`src/rtl/prc_pkg.sv`:
```
package prc_pkg;
  localparam int REQ_W = 4;
  localparam int K_SRET  = 0;
  localparam int K_MRET  = 1;
  localparam int K_WFI   = 2;
  localparam int K_FENCE = 3;

  localparam logic [1:0] LVL_USER  = 2'b00;
  localparam logic [1:0] LVL_SUPER = 2'b01;
  localparam logic [1:0] LVL_MACH  = 2'b11;

  localparam int B_SIE  = 1;
  localparam int B_MIE  = 3;
  localparam int B_SPIE = 5;
  localparam int B_MPIE = 7;
  localparam int B_SPP  = 8;
  localparam int B_MPP_LO = 11;
  localparam int B_MPP_HI = 12;
  localparam int B_TVM  = 20;
  localparam int B_TW   = 21;
  localparam int B_TSR  = 22;

  localparam int EXC_W = 4;
  localparam logic [EXC_W-1:0] EXC_ILLEGAL  = 4'd2;
  localparam logic [EXC_W-1:0] EXC_MISALIGN = 4'd0;
endpackage

```
`src/rtl/prc_return_unit.sv`:
```
module prc_return_unit
  import prc_pkg::*;
#(
  parameter int XLEN    = 32,
  parameter int PC_W    = 32,
  parameter bit MACHINE = 1'b0
) (
  input  logic [1:0]       cur_priv,
  input  logic [XLEN-1:0]  status_in,
  input  logic [PC_W-1:0]  epc,
  input  logic             compressed_en,
  output logic             fail,
  output logic [EXC_W-1:0] fail_code,
  output logic [XLEN-1:0]  new_status,
  output logic [1:0]       new_priv
);
  localparam int         IE_BIT   = MACHINE ? B_MIE : B_SIE;
  localparam int         PIE_BIT  = MACHINE ? B_MPIE : B_SPIE;
  localparam logic [1:0] MIN_LVL  = MACHINE ? LVL_MACH : LVL_SUPER;

  logic             pc_odd;
  logic             trap_bit;
  logic [XLEN-1:0]  pp_cleared;

  assign pc_odd = !compressed_en && (epc[1:0] != 2'b00);

  generate
    if (MACHINE) begin : g_mach
      assign trap_bit = 1'b0;
      assign new_priv = status_in[B_MPP_HI:B_MPP_LO];
      always_comb begin
        pp_cleared = status_in;
        pp_cleared[B_MPP_HI:B_MPP_LO] = LVL_USER;
      end
    end else begin : g_super
      assign trap_bit = status_in[B_TSR];
      assign new_priv = {1'b0, status_in[B_SPP]};
      always_comb begin
        pp_cleared = status_in;
        pp_cleared[B_SPP] = 1'b0;
      end
    end
  endgenerate

  always_comb begin
    fail      = 1'b0;
    fail_code = EXC_MISALIGN;
    if (cur_priv < MIN_LVL) begin
      fail      = 1'b1;
      fail_code = EXC_ILLEGAL;
    end else if (pc_odd) begin
      fail      = 1'b1;
      fail_code = EXC_MISALIGN;
    end else if (trap_bit) begin
      fail      = 1'b1;
      fail_code = EXC_ILLEGAL;
    end
  end

  always_comb begin
    new_status          = pp_cleared;
    new_status[IE_BIT]  = status_in[PIE_BIT];
    new_status[PIE_BIT] = 1'b1;
  end
endmodule

```
`src/rtl/prc_sys_unit.sv`:
```
module prc_sys_unit
  import prc_pkg::*;
#(
  parameter int XLEN = 32
) (
  input  logic [1:0]      cur_priv,
  input  logic [XLEN-1:0] status_in,
  output logic            wfi_fail,
  output logic            fence_fail
);
  logic at_super;
  assign at_super   = (cur_priv == LVL_SUPER);
  assign wfi_fail   = at_super && status_in[B_TW];
  assign fence_fail = (cur_priv < LVL_SUPER) || (at_super && status_in[B_TVM]);
endmodule

```
`src/rtl/priv_return_ctrl.sv`:
```
module priv_return_ctrl
  import prc_pkg::*;
#(
  parameter int XLEN = 32,
  parameter int PC_W = 32
) (
  input  logic             clk,
  input  logic             rst,
  input  logic             req_valid,
  input  logic [3:0]       req_kind,
  input  logic [1:0]       cur_priv,
  input  logic [XLEN-1:0]  status_in,
  input  logic [PC_W-1:0]  sepc_in,
  input  logic [PC_W-1:0]  mepc_in,
  input  logic             compressed_en,
  output logic [XLEN-1:0]  status_out,
  output logic [1:0]       priv_out,
  output logic [PC_W-1:0]  ret_pc,
  output logic             redirect_valid,
  output logic             halt_req,
  output logic             flush_pulse,
  output logic             exc_valid,
  output logic [3:0]       exc_code
);
  logic             req_ok;
  logic             s_fail, m_fail, wfi_fail, fence_fail;
  logic [EXC_W-1:0] s_code, m_code;
  logic [XLEN-1:0]  s_status, m_status;
  logic [1:0]       s_priv, m_priv;

  assign req_ok = req_valid && $onehot(req_kind);

  prc_return_unit #(.XLEN(XLEN), .PC_W(PC_W), .MACHINE(1'b0)) u_sret (
    .cur_priv(cur_priv), .status_in(status_in), .epc(sepc_in),
    .compressed_en(compressed_en), .fail(s_fail), .fail_code(s_code),
    .new_status(s_status), .new_priv(s_priv)
  );

  prc_return_unit #(.XLEN(XLEN), .PC_W(PC_W), .MACHINE(1'b1)) u_mret (
    .cur_priv(cur_priv), .status_in(status_in), .epc(mepc_in),
    .compressed_en(compressed_en), .fail(m_fail), .fail_code(m_code),
    .new_status(m_status), .new_priv(m_priv)
  );

  prc_sys_unit #(.XLEN(XLEN)) u_sys (
    .cur_priv(cur_priv), .status_in(status_in),
    .wfi_fail(wfi_fail), .fence_fail(fence_fail)
  );

  always_ff @(posedge clk) begin
    if (rst) begin
      status_out     <= '0;
      priv_out       <= LVL_MACH;
      ret_pc         <= '0;
      redirect_valid <= 1'b0;
      halt_req       <= 1'b0;
      flush_pulse    <= 1'b0;
      exc_valid      <= 1'b0;
      exc_code       <= '0;
    end else begin
      status_out     <= status_in;
      priv_out       <= cur_priv;
      redirect_valid <= 1'b0;
      halt_req       <= 1'b0;
      flush_pulse    <= 1'b0;
      exc_valid      <= 1'b0;
      exc_code       <= '0;
      if (req_ok) begin
        if (req_kind[K_SRET]) begin
          if (s_fail) begin
            exc_valid <= 1'b1;
            exc_code  <= s_code;
          end else begin
            status_out     <= s_status;
            priv_out       <= s_priv;
            ret_pc         <= sepc_in;
            redirect_valid <= 1'b1;
          end
        end else if (req_kind[K_MRET]) begin
          if (m_fail) begin
            exc_valid <= 1'b1;
            exc_code  <= m_code;
          end else begin
            status_out     <= m_status;
            priv_out       <= m_priv;
            ret_pc         <= mepc_in;
            redirect_valid <= 1'b1;
          end
        end else if (req_kind[K_WFI]) begin
          if (wfi_fail) begin
            exc_valid <= 1'b1;
            exc_code  <= EXC_ILLEGAL;
          end else begin
            halt_req <= 1'b1;
          end
        end else begin
          if (fence_fail) begin
            exc_valid <= 1'b1;
            exc_code  <= EXC_ILLEGAL;
          end else begin
            flush_pulse <= 1'b1;
          end
        end
      end
    end
  end

  // at most one result kind per cycle
  a_r10_one_result: assert property (@(posedge clk) disable iff (rst)
    $onehot0({redirect_valid, halt_req, flush_pulse, exc_valid}));

  // no request means no pulse and a held return PC
  a_r10_idle_quiet: assert property (@(posedge clk) disable iff (rst)
    !req_valid |=> !redirect_valid && !halt_req && !flush_pulse && !exc_valid
                   && $stable(ret_pc));

  // supervisor return from user level is illegal
  a_r2_sret_user: assert property (@(posedge clk) disable iff (rst)
    (req_valid && req_kind == 4'b0001 && cur_priv == 2'b00)
      |=> exc_valid && exc_code == 4'd2 && priv_out == 2'b00);

  // machine return below machine level is illegal
  a_r3_mret_low: assert property (@(posedge clk) disable iff (rst)
    (req_valid && req_kind == 4'b0010 && cur_priv != 2'b11)
      |=> exc_valid && exc_code == 4'd2);

  // fence from user level is illegal
  a_r9_fence_user: assert property (@(posedge clk) disable iff (rst)
    (req_valid && req_kind == 4'b1000 && cur_priv == 2'b00)
      |=> exc_valid && !flush_pulse);

  // a machine-return redirect targets the saved machine PC
  a_r7_mret_target: assert property (@(posedge clk) disable iff (rst)
    (req_valid && req_kind == 4'b0010 && cur_priv == 2'b11 && compressed_en)
      |=> redirect_valid && ret_pc == $past(mepc_in));
endmodule

```
`config.mk`:
```
export PLATFORM = sky130hd
export DESIGN_NAME = priv_return_ctrl
export DESIGN_NICKNAME = d
export VERILOG_FILES = /design/src/rtl/prc_pkg.sv /design/src/rtl/prc_return_unit.sv /design/src/rtl/prc_sys_unit.sv /design/src/rtl/priv_return_ctrl.sv
export SDC_FILE = /design/constraint.sdc
export NUM_CORES = 1
export LEC_CHECK = 0
export ABC_AREA = 1
export BUFFER_PORTS_ARGS = -buffer_cell sky130_fd_sc_hd__buf_2
export CELL_PAD_IN_SITES_DETAIL_PLACEMENT = 1
export CELL_PAD_IN_SITES_GLOBAL_PLACEMENT = 1
export CORE_ASPECT_RATIO = 1.2
export CORE_MARGIN = 2
export CORE_UTILIZATION = 31
export CTS_CLUSTER_SIZE = 30
export DETAILED_ROUTE_END_ITERATION = 7
export PLACE_DENSITY = 0.91
export REMOVE_ABC_BUFFERS = 1
export SLEW_MARGIN = 40
export SYNTH_ARGS = -nofsm -noshare
export SYNTH_HDL_FRONTEND = slang
export SYNTH_SLANG_ARGS = --single-unit
export TNS_END_PERCENT = 30
```
`constraint.sdc`:
```
create_clock -name clk -period 2.5 [get_ports clk]
set_clock_uncertainty 0.1 [all_clocks]
set_input_delay 0 -clock clk [delete_from_list [all_inputs] [get_ports clk]]
set_output_delay 0 -clock clk [all_outputs]
set_load 0.02 [all_outputs]
```
==> summary.md <==
| Metric | Value |
|---|---|
| Status | `finished clean` |
| TritonCTS buffer count | `9` |
| Final Non-Filler Cells | `791` |
| Max_cap viols | `0` |
| Commonest non-fill, non-tap cell in the layout | `buf_2` |
| Overall power | `3.25 mW` |
| First-pass GRT wire length | `21300 um` |
| Crit Reg-Reg Startpoint | `ret_pc[13]$_SDFFE_PP0P_` |
| CTS clk-pin slew, worst paths | `0.05 ns` |
| CTS tree | `built` |
| R2R cell count | `2` |
| Mapped cell area | `3230 um^2` |
| Drt total wl | `13600 um` |
| Mean area per synthesized cell | `8.29 um^2` |
| Share of layout cells above drive strength 1 | `0.365` |
| GPL Wtd Cong | `0.804` |
| Diodes inserted | `0` |
| Wire per inst | `17.1 um` |
| Post-synth top area share | `0.439` |
| Fmax | `0.450 GHz` |
| FFs w/ async S/R, synth | `0` |
| Most frequent cells in the layout | `buf_2 (176), dlygate4sd3_1 (100), nor2_1 (72)` |
| Design area | `5490 um^2` |
| Flops & latches, synth | `71` |
| Full die area | `11300 um^2` |
| Met2 wire len | `7410 um` |
| Area leader, netlist | `dfxtp_1` |
| Primary FF master, synth | `dfxtp_1` |
| Antenna violations before repair | `0` |
| GRT Overall Usage | `0.240` |
| Slew headroom | `0.537` |
| Pwr/cell area | `593 nW/um^2` |
| Post-DRT Antenna Nets | `0` |
| Vias/cell | `4.77` |
| Drt pass-1 iters | `5` |
| Setup TNS | `0 ns` |
| Initial core utilization | `0.320` |
| # setup viols final | `0` |
| Setup CP Type | `primary input to register` |
| Vias in the first global route | `4380` |
| Worst hold-check path type | `primary input to register` |
| Top cells by area, synth | `dfxtp_1 (44%), mux2i_1 (9.9%), nor2_1 (8.4%)` |
| RSZ-0062 raised after global routing | `no` |
| NumNets Final | `770` |
| CP arrival | `2.34 ns` |
| I/O pin total | `180` |
| Length of routed wiring on met1 | `4860 um` |
| CP required | `2.62 ns` |
| Post-route DRC | `0` |
| Area post-placement | `4160 um^2` |
| VDD IR max | `0.000405 V` |
| Worst setup EP type | `register` |
| P&R area growth vs syn | `69.7%` |
| Port Buffers | `176` |
| Via count | `3774` |
| EDFF count, synth | `0` |
| Initial DRC Count | `101` |
| Startpoint types | `primary input` |
| Cells after synthesis | `390` |
| Hold Crit Start | `req_kind[1]` |
| Leak | `2.80 nW` |
| Netlist cell types | `28` |
| WL met3 | `823 um` |
| Placeable Area | `10100 um^2` |
| FP Rows | `40` |
| Detail Placement HPWL | `7650 um` |
| Latest clock arrival within the worst-skew pair | `0.33 ns` |
| Yosys warns | `0` |
| H-tree depth | `3` |
| Remaining global-route overflow | `0` |
| Post-Route Utilization | `0.543` |
| Clock sink total | `71` |
| Max Slew Vio Count | `0` |
| Placed Instances | `675` |
| Min Tclk post-route | `2.22 ns` |
| Top Layer Used | `met4` |
| Worst Hold Path EP | `exc_code[1]$_SDFF_PP0_` |
| Cells on Worst Hold Path | `4` |
| Register area share after synthesis | `0.439` |
| Die height | `116 um` |
| Flop2flop setup slack | `1.75 ns` |
| Worst reg2reg endpoint | `ret_pc[13]$_SDFFE_PP0P_` |
| Hold Violations, Final | `0` |
| Crit share post-route | `0.888` |
| CTS root buf | `clkbuf_16` |
| Worst slew pin tran | `0.693 ns` |
| Clock Path Buffers | `2` |
| Max Fanout on Critical Path | `64` |
| Post-CTS Resized | `0` |
| Chip width | `97.2 um` |
| Largest net degree at the start of global routing | `65` |
[where the power goes]
group | total (mW) | switching [mW] | internal [mW]
registers | 1.19 | 0.0169 | 1.18
logic | 0.636 | 0.337 | 0.300
clock network | 1.42 | 0.498 | 0.926
[critical path, cell delays in order]
cell and delay [ns]:
buf_2 0.14, inv_2 0.06, fa_1 0.53, inv_1 0.04, ha_1 0.18, ha_1 0.27, nor2_1 0.17, nand3_2 0.13
nor2_4 0.12, buf_12 0.29, nand3_1 0.15, nand2_1 0.12, nor2_1 0.06
[cell usage after synthesis (3+ instances only)]
library cell  number
buf_2              6
nand3_2            3
ha_1               3
inv_2              6
inv_1             33
mux2i_1           32
dfxtp_1           71
nor2_1            72
o21ai_1            6
nand3_1           35
buf_12             3
clkbuf_1           6
buf_6              3
a21oi_2           30
nand2_1           52
buf_4              8
a21oi_1            7
[repair_timing]
item,4_1_cts,5_1_grt
buffers inserted,0,0
hold endpoints to repair,70,0
hold buffers,100,0
[cell type report]
cell class	instances	area, um^2
well taps	126	158
clock buffers	11	253
repair buffers	284	1970
inverters	39	146
flip-flops and latches	71	1420
clock inverters	5	80.1
multi-input cells	255	1460
fillers	1215	4620
[worst max path at each step]
stage,startpoint,cells past startpoint,end
2_1_floorplan,req_kind[0],11,ret_pc[0]$_SDFFE_PP0P_
3_3_place_gp,req_kind[0],13,ret_pc[31]$_SDFFE_PP0P_
3_5_place_dp,req_kind[0],13,ret_pc[8]$_SDFFE_PP0P_
4_1_cts,req_kind[0],13,ret_pc[8]$_SDFFE_PP0P_
5_1_grt,req_kind[0],13,ret_pc[15]$_SDFFE_PP0P_
6_report,req_kind[0],13,ret_pc[15]$_SDFFE_PP0P_
[cells by family after synthesis]
family,Yosys count,synth area share
buffers and inverters,66,0.110
flip-flops,71,0.439
AND/OR/NAND/NOR,171,0.228
adder cells (fa/ha/maj),4,0.0178
multiplexers,32,0.0990
AO/OA/AOI/OAI,45,0.104
other,1,0.00116
[stage by stage]
step / hold WS (ns) / setup WS, ns
after floorplan: -0.0288 / -0.385
after global placement: 0.0988 / 0.152
after detailed placement: 0.114 / -0.0137
after CTS: 0.0206 / 0.339
after global routing: 0.0751 / 0.182
final: 0.0418 / 0.280
[sequential cells by signal, indices dropped and copies added, names as in the netlist]
register	flops
status_out	32
ret_pc	32
exc_valid	1
exc_code	1
flush_pulse	1
halt_req	1
redirect_valid	1
priv_out	2
[layer usage]
layer,vias to the layer above,track usage
met1,1801,0.230
li1,1778,-
met5,-,0
met4,0,0.119
met3,34,0.0633
met2,161,0.473
Power figures use the tool's default switching activity.
